[src/rtl/rc_cal_gate_pkg.sv]
package rc_cal_gate_pkg;
  localparam int REG_W     = 8;
  localparam int FC_W      = 3;
  localparam int BIT_TEST  = 3;
  localparam int BIT_START = 4;
  localparam int BIT_DONE  = 7;

  typedef enum logic [1:0] {
    ST_IDLE = 2'd0,
    ST_ARM  = 2'd1,
    ST_GATE = 2'd2
  } gateStateT;

  typedef struct packed {
    logic setReady;
    logic gateLevel;
  } ctlStrobeT;
endpackage

[src/rtl/rc_cal_gate_dp.sv]
module rc_cal_gate_dp
  import rc_cal_gate_pkg::*;
#(
  parameter int SYNC_STAGES = 2
) (
  input  logic             clk,
  input  logic             rstN,
  input  logic             wrEn,
  input  logic [REG_W-1:0] wrData,
  input  logic             sbClk,
  input  ctlStrobeT        strobes,
  output logic [REG_W-1:0] rdData,
  output logic [FC_W-1:0]  fcQ,
  output logic             testQ,
  output logic             countRise,
  output logic             sbRise
);
  localparam int PAD_W = BIT_DONE - BIT_START - 1;

  logic [SYNC_STAGES-1:0] syncQ;
  logic                   sbPrev;
  logic                   countQ;
  logic                   countPrev;
  logic                   readyQ;
  logic                   clearReq;
  logic [PAD_W-1:0]       unusedWrBits;

  assign unusedWrBits = wrData[BIT_DONE-1:BIT_START+1];

  // Standby clock synchronizer, one flop per stage
  always_ff @(posedge clk or negedge rstN) begin
    if (!rstN) syncQ[0] <= 1'b0;
    else       syncQ[0] <= sbClk;
  end

  genvar gi;
  generate
    for (gi = 1; gi < SYNC_STAGES; gi++) begin : g_sync
      always_ff @(posedge clk or negedge rstN) begin
        if (!rstN) syncQ[gi] <= 1'b0;
        else       syncQ[gi] <= syncQ[gi-1];
      end
    end
  endgenerate

  always_ff @(posedge clk or negedge rstN) begin
    if (!rstN) sbPrev <= 1'b0;
    else       sbPrev <= syncQ[SYNC_STAGES-1];
  end

  assign sbRise = syncQ[SYNC_STAGES-1] & ~sbPrev;

  // Control fields
  always_ff @(posedge clk or negedge rstN) begin
    if (!rstN) begin
      fcQ    <= '0;
      testQ  <= 1'b0;
      countQ <= 1'b0;
    end else if (wrEn) begin
      fcQ    <= wrData[FC_W-1:0];
      testQ  <= wrData[BIT_TEST];
      countQ <= wrData[BIT_START];
    end
  end

  always_ff @(posedge clk or negedge rstN) begin
    if (!rstN) countPrev <= 1'b0;
    else       countPrev <= countQ;
  end

  assign countRise = countQ & ~countPrev;

  // Sticky completion flag; software clear blocked while start bit held
  assign clearReq = wrEn & ~wrData[BIT_DONE] & ~countQ;

  always_ff @(posedge clk or negedge rstN) begin
    if (!rstN)                 readyQ <= 1'b0;
    else if (strobes.setReady) readyQ <= 1'b1;
    else if (clearReq)         readyQ <= 1'b0;
  end

  assign rdData = {readyQ, {PAD_W{1'b0}}, countQ, testQ, fcQ};

  AST_READY_AT_GATE_FALL: assert property (@(posedge clk) disable iff (!rstN)
    $fell(strobes.gateLevel) |-> readyQ);

  AST_READY_HELD_WHILE_START: assert property (@(posedge clk) disable iff (!rstN)
    ($past(readyQ) && $past(countQ)) |-> readyQ);

  AST_READY_ONLY_FROM_GATE: assert property (@(posedge clk) disable iff (!rstN)
    $rose(readyQ) |-> $fell(strobes.gateLevel));
endmodule

[src/rtl/rc_cal_gate_ctrl.sv]
module rc_cal_gate_ctrl
  import rc_cal_gate_pkg::*;
(
  input  logic      clk,
  input  logic      rstN,
  input  logic      countRise,
  input  logic      sbRise,
  output ctlStrobeT strobes
);
  gateStateT stateQ, stateD;

  always_comb begin
    stateD = stateQ;
    strobes.setReady = 1'b0;
    unique case (stateQ)
      ST_IDLE: if (countRise) stateD = ST_ARM;
      ST_ARM:  if (sbRise)    stateD = ST_GATE;
      ST_GATE: if (sbRise) begin
        stateD = ST_IDLE;
        strobes.setReady = 1'b1;
      end
      default: stateD = ST_IDLE;
    endcase
  end

  always_ff @(posedge clk or negedge rstN) begin
    if (!rstN) stateQ <= ST_IDLE;
    else       stateQ <= stateD;
  end

  assign strobes.gateLevel = (stateQ == ST_GATE);

  AST_GATE_RISE_ON_EDGE: assert property (@(posedge clk) disable iff (!rstN)
    $rose(strobes.gateLevel) |-> $past(sbRise));

  AST_GATE_FALL_ON_EDGE: assert property (@(posedge clk) disable iff (!rstN)
    $fell(strobes.gateLevel) |-> $past(sbRise));
endmodule

[src/rtl/rc_cal_gate.sv]
module rc_cal_gate
  import rc_cal_gate_pkg::*;
#(
  parameter int SYNC_STAGES = 2
) (
  input  logic             clk,
  input  logic             rstN,
  input  logic             wrEn,
  input  logic [REG_W-1:0] wrData,
  output logic [REG_W-1:0] rdData,
  input  logic             sbClk,
  input  logic             testPin,
  output logic             gate,
  output logic             timerSelGate,
  output logic [FC_W-1:0]  fcCode,
  output logic             oscStopReq
);
  ctlStrobeT strobes;
  logic      countRise;
  logic      sbRise;
  logic      testQ;

  rc_cal_gate_dp #(.SYNC_STAGES(SYNC_STAGES)) u_dp (
    .clk       (clk),
    .rstN      (rstN),
    .wrEn      (wrEn),
    .wrData    (wrData),
    .sbClk     (sbClk),
    .strobes   (strobes),
    .rdData    (rdData),
    .fcQ       (fcCode),
    .testQ     (testQ),
    .countRise (countRise),
    .sbRise    (sbRise)
  );

  rc_cal_gate_ctrl u_ctrl (
    .clk       (clk),
    .rstN      (rstN),
    .countRise (countRise),
    .sbRise    (sbRise),
    .strobes   (strobes)
  );

  assign gate         = strobes.gateLevel;
  assign timerSelGate = testQ;
  assign oscStopReq   = testPin & testQ;

  AST_STOP_NEEDS_PIN: assert property (@(posedge clk) disable iff (!rstN)
    oscStopReq |-> (testPin && rdData[BIT_TEST]));
endmodule

[config.mk]
export PLATFORM = sky130hd
export DESIGN_NAME = rc_cal_gate
export DESIGN_NICKNAME = d
export VERILOG_FILES = /design/src/rtl/rc_cal_gate_pkg.sv /design/src/rtl/rc_cal_gate_dp.sv /design/src/rtl/rc_cal_gate_ctrl.sv /design/src/rtl/rc_cal_gate.sv
export SDC_FILE = /design/constraint.sdc
export NUM_CORES = 1
export LEC_CHECK = 0
export ABC_AREA = 1
export CORE_UTILIZATION = 34
export DETAILED_ROUTE_END_ITERATION = 12
export GPL_TIMING_DRIVEN = 0
export PLACE_DENSITY = 0.73
export SYNTH_ARGS = -nofsm -noshare
export SYNTH_HDL_FRONTEND = slang
export SYNTH_SLANG_ARGS = --single-unit
[constraint.sdc]
create_clock -name clk -period 0.9 [get_ports clk]
set_clock_uncertainty 0.2 [all_clocks]
set_input_delay 0.135 -clock clk [delete_from_list [all_inputs] [get_ports clk]]
set_output_delay 0.135 -clock clk [all_outputs]
set_load 0.03 [all_outputs]
# Yosys cells after proc, flatten, opt, wreduce, memory -nomap -nowiden
# Cells that the tools add are included.
# op_classes
n_eq_ne	5
muxes	8
bitwise	9
n_reduce_logical	3
# ops
operator	count
2-bit two-way mux	3
2-bit one-hot mux with 3 select lines	1
1-bit AND	5
1-bit two-way mux	4
2-bit inequality test, second input constant	2
1-bit inverter	4
3-bit AND reduction	1
2-bit by 1-bit equality test with 1-bit output, second input constant	1
2-bit equality test, second input constant	1
2-bit logical NOT	1
2-bit by 1-bit inequality test with 1-bit output, second input constant	1
2-bit nonzero test	1
# word_totals
reg_bits	12
wordCells	34

# Depth between registers and ports, before layout
# Gate-level depths: netlist (run 1).
# logic_depth
word_depth	5
depth_mapped	5

# Hierarchy
# Synthesis (run 1) repeated with hierarchy kept, for this count alone.
# unflattened
cells_unflattened	60
area_unflattened_um2	531.8
# by_module_without_submodules
mod	instances	cells_per_inst	area_per_inst_um2	seq_area_each_um2
rc_cal_gate_dp	1	43	422.9	250.2
rc_cal_gate_ctrl	1	15	101.3	50.0
rc_cal_gate	1	2	7.5	0.0

# Worst setup path after synthesis (run 1)
# No wires, ideal clock.
# synth_path
path_type	reg2out
start	register u_dp.testQ
end	output oscStopReq
t_arrival_ns	0.806
slack_ns	-0.241
path_stages_with_launch	3
path_buffers	0
path_cell_list	dfrtp_1 > nand2_1 > inv_1
# synth_between
elab_chain_cells	1
# synth_rtl
element	line	text
from (decl)	rc_cal_gate_dp.sv:14	output logic testQ,
from (signal assigned)	rc_cal_gate_dp.sv:61	testQ <= wrData[BIT_TEST];
1-bit AND	rc_cal_gate.sv:47	assign oscStopReq = testPin & testQ;
to (decl)	rc_cal_gate.sv:16	output logic oscStopReq
# Every way passes these cells.

# Worst setup path in the final report (run 1)
# layout_path
start	register u_ctrl.stateQ[0]
end	output gate
# layout_between
elab_chain_cells	1
# layout_rtl
element	line	text
from (decl)	rc_cal_gate_ctrl.sv:10	gateStateT stateQ, stateD;
from (signal assigned)	rc_cal_gate_ctrl.sv:28	else stateQ <= stateD;
2-bit equality test	rc_cal_gate_ctrl.sv:31	assign strobes.gateLevel = (stateQ == ST_GATE);
to (decl)	rc_cal_gate.sv:13	output logic gate,
# Every way passes these cells.

==> flow_summary.json, run 1 <==
{
  "cts_buffers": 3,
  "clock_latency_ns": 0.27,
  "syn_area_sq_um": 533,
  "start_util_pct": 38.6,
  "path_cells": "nor2_4, buf_6",
  "place_area_sq_um": 796,
  "grt_pass1_wl_mm": 1.68,
  "ys_top_cells_by_count": "16 x nand2_1, 12 x dfrtp_1, 11 x inv_1",
  "p_leak_nw": 0.482,
  "grt_pass1_vias": 394,
  "vias": 447,
  "power_mw": 1.93,
  "period_share_pct": 144,
  "synth_area_leaders": "dfrtp_1 56%, buf_4 13%, nand2_1 11%, inv_1 7.7%, o21ai_0 4.7%",
  "htree_levels": 1,
  "min_period_ns": 1.29,
  "p_sw_share_pct": 33.9,
  "die_h_microns": 41.6,
  "cp.required_ns": 0.56,
  "end_kind": "output port",
  "placed_cells": 97,
  "clockRootBuffer": "clkbuf_4",
  "crit_arrival_ns": 0.96,
  "yosys.cell_count.top_type": "nand2_1",
  "r2r_setup_slack_ns": -0.16,
  "yosys_warnings": 0,
  "place.gp.congestion": 0.659,
  "syn2layout_area_growth_pct": 72.3,
  "cts.sinks": 12,
  "cts.clk_slew.worst_paths_ns": 0.08,
  "drv_slew": 0,
  "grt_util_met3_pct": 5.22,
  "dp_hpwl_microns": 708,
  "viasPerCell": 4.26,
  "maxCapViolations": 0,
  "hold_path.class": "in -> async",
  "ys.flop_type": "dfrtp_1",
  "die_x_microns": 41.6,
  "failed_checks": "hold timing, setup timing",
  "setup_tns_ns": -4.61,
  "layout_setup_ws_ns": -0.393,
  "netlist.area_leader.share_pct": 56.3,
  "met1_usage_pct": 13.9,
  "yosysUniqueCellTypes": 11,
  "antenna_cells": 0,
  "cp-start-kind": "flip-flop",
  "antenna_found_initial": 0,
  "grt_overflow": 0,
  "ant_nets": 0,
  "io_pins": 27,
  "p_clk_share_pct": 22.1,
  "cts_hold_buf": 0,
  "drive_gt1_share_pct": 50.0,
  "ys_seq_area_share_pct": 56.3,
  "rr_worst_depth": 5,
  "syn_area_per_cell_sq_um": 9.03,
  "wl_mm": 1.01,
  "ys_async_sr_fraction_pct": 100,
  "synth_edf_count": 0,
  "stdcell_count": 105,
  "grtUsageTotal_pct": 13.2,
  "fin_nets": 104,
  "critPathMaxStageDelay_ns": 0.42,
  "synth_seq_cells": 12,
  "synth_cells": 59,
  "rows": 13,
  "wire_per_inst_microns": 9.57,
  "port_buffers": 22,
  "grt.busiest_layer": "met2",
  "core_sq_um": 1380,
  "worst_slew_pin_slew_ns": 0.515,
  "p_sw_mw": 0.655,
  "hold_slack_ns": -0.00330,
  "worstPathMaxFanout": 2,
  "power_density_nw_per_um2": 2100,
  "place_ws_ns": -0.783,
  "cts_tree": "yes",
  "path_buf_inv": 1,
  "rsz0062_at_grt": "yes",
  "worstSetupPathType": "reg -> out",
  "finalSetupViolations": 16,
  "grt_util_met2_pct": 20.9,
  "yosysTopAreaCell": "dfrtp_1",
  "grt_max_degree": 13,
  "drc": 0,
  "die_area_sq_um": 1730,
  "cp_slowest_cell": "dfrtp_1",
  "drt_iter0_drc": 2,
  "r2r-start": "u_ctrl.stateQ[1]",
  "p_comb_share_pct": 41.1,
  "final-hold-violation-count": 5,
  "cp_top_family": "flip-flops",
  "reg2reg_to": "u_dp.readyQ",
  "intPower_mw": 1.28,
  "p_seq_share_pct": 36.8,
  "firstDrtPassIters": 3,
  "relSlewSlack_pct": 65.6,
  "outcome": "complete, but fails checks",
  "stdcell_area_sq_um": 918,
  "fmax_mhz": 774,
  "ir_drop_v": 0.00193,
  "fin_util_pct": 66.4,
  "cts.path.max_buffers": 2
}
==> cell type report <==
class | count | area, sq um
plain buffers | 9 | 93.8
clock buffers | 4 | 36.3
fillers | 114 | 464
inverters | 12 | 47.5
multi-input cells | 27 | 145
flip-flops and latches | 12 | 305
well taps | 15 | 18.8
repair buffers | 26 | 272
==> placed cells by master (no fill, tap or decap) <==
cell and instances:
clkdlybuf4s50_1 9, dfrtp_2 4, o21ai_2 2, inv_2 3
clkbuf_4 3, o21ai_1 4, clkbuf_8 1, dfrtp_1 8
inv_1 8, inv_4 1, nand2_2 3, buf_6 20
nor2_4 2, nand3_2 1, conb_1 2, nand2_1 13
dlymetal6s2s_1 1, buf_4 5
==> metal layers <==
layer | part of all wire, % | routed length [microns]
met4 | 2.6 | 26
met5 | 0 | 0
met3 | 5.7 | 57
met2 | 51 | 514
met1 | 40 | 406
==> power by group through the flow <==
stage | Sequential (mW) | Clock, mW | Combinational, mW
finish | 0.711 | 0.427 | 0.795
global route | 0.726 | 0.472 | 0.849
CTS | 0.712 | 0.440 | 0.775
detailed placement | 0.714 | 0 | 0.641
global placement | 0.711 | 0 | 0.631
floorplan | 0.738 | 0 | 0.387
==> state kept, by name, summed over array words and instances, names as in the netlist <==
signal	cells
u_dp.fcQ	3
u_ctrl.stateQ	2
u_dp.syncQ	2
u_dp.countPrev	1
u_dp.countQ	1
u_dp.readyQ	1
u_dp.sbPrev	1
u_dp.testQ	1
==> cells by family after synthesis <==
| kind of cell | Yosys count | share of synthesized area (%) |
|---|---|---|
| flip-flops | 12 | 56.3 |
| other | 1 | 0.704 |
| AND/OR/NAND/NOR | 19 | 15.5 |
| AO/OA/AOI/OAI | 6 | 6.34 |
| buffers and inverters | 21 | 21.1 |
==> worst max path at each step <==
stage,startpoint,endpoint,slack [ns],cells past startpoint
CTS,u_ctrl.stateQ[0],gate,-0.41,2
detailed placement,testPin,oscStopReq,-0.78,4
finish,u_ctrl.stateQ[0],gate,-0.39,2
global placement,testPin,oscStopReq,-0.77,4
global route,u_ctrl.stateQ[0],gate,-0.44,2
floorplan,u_ctrl.stateQ[1],u_ctrl.stateQ[1],-0.11,4
==> worst reg2reg max path: cells and delay by family, from the launching register on <==
kind / cells / cell delay [ns]
flip-flops: 1 / 0.40
buffers and inverters: 2 / 0.21
AND/OR/NAND/NOR: 3 / 0.14
==> timing repair <==
| item | 4_1_cts | 5_1_grt |
|---|---|---|
| pin swaps | 1 | 2 |
| buffers inserted | 3 | 1 |
| gates resized for setup | 94 | 6 |
| endpoints found under the setup margin | 17 | 20 |
| gates cloned | 0 | 1 |
Note: power is estimated with default switching activity, not from simulation.
==> run 2: changes to the inputs <==
ABC_CLOCK_PERIOD_IN_PS = 900   (was unset)
==> results of run 2 <==
No change in the layout: final DEF, timing and power equal those of run 1.
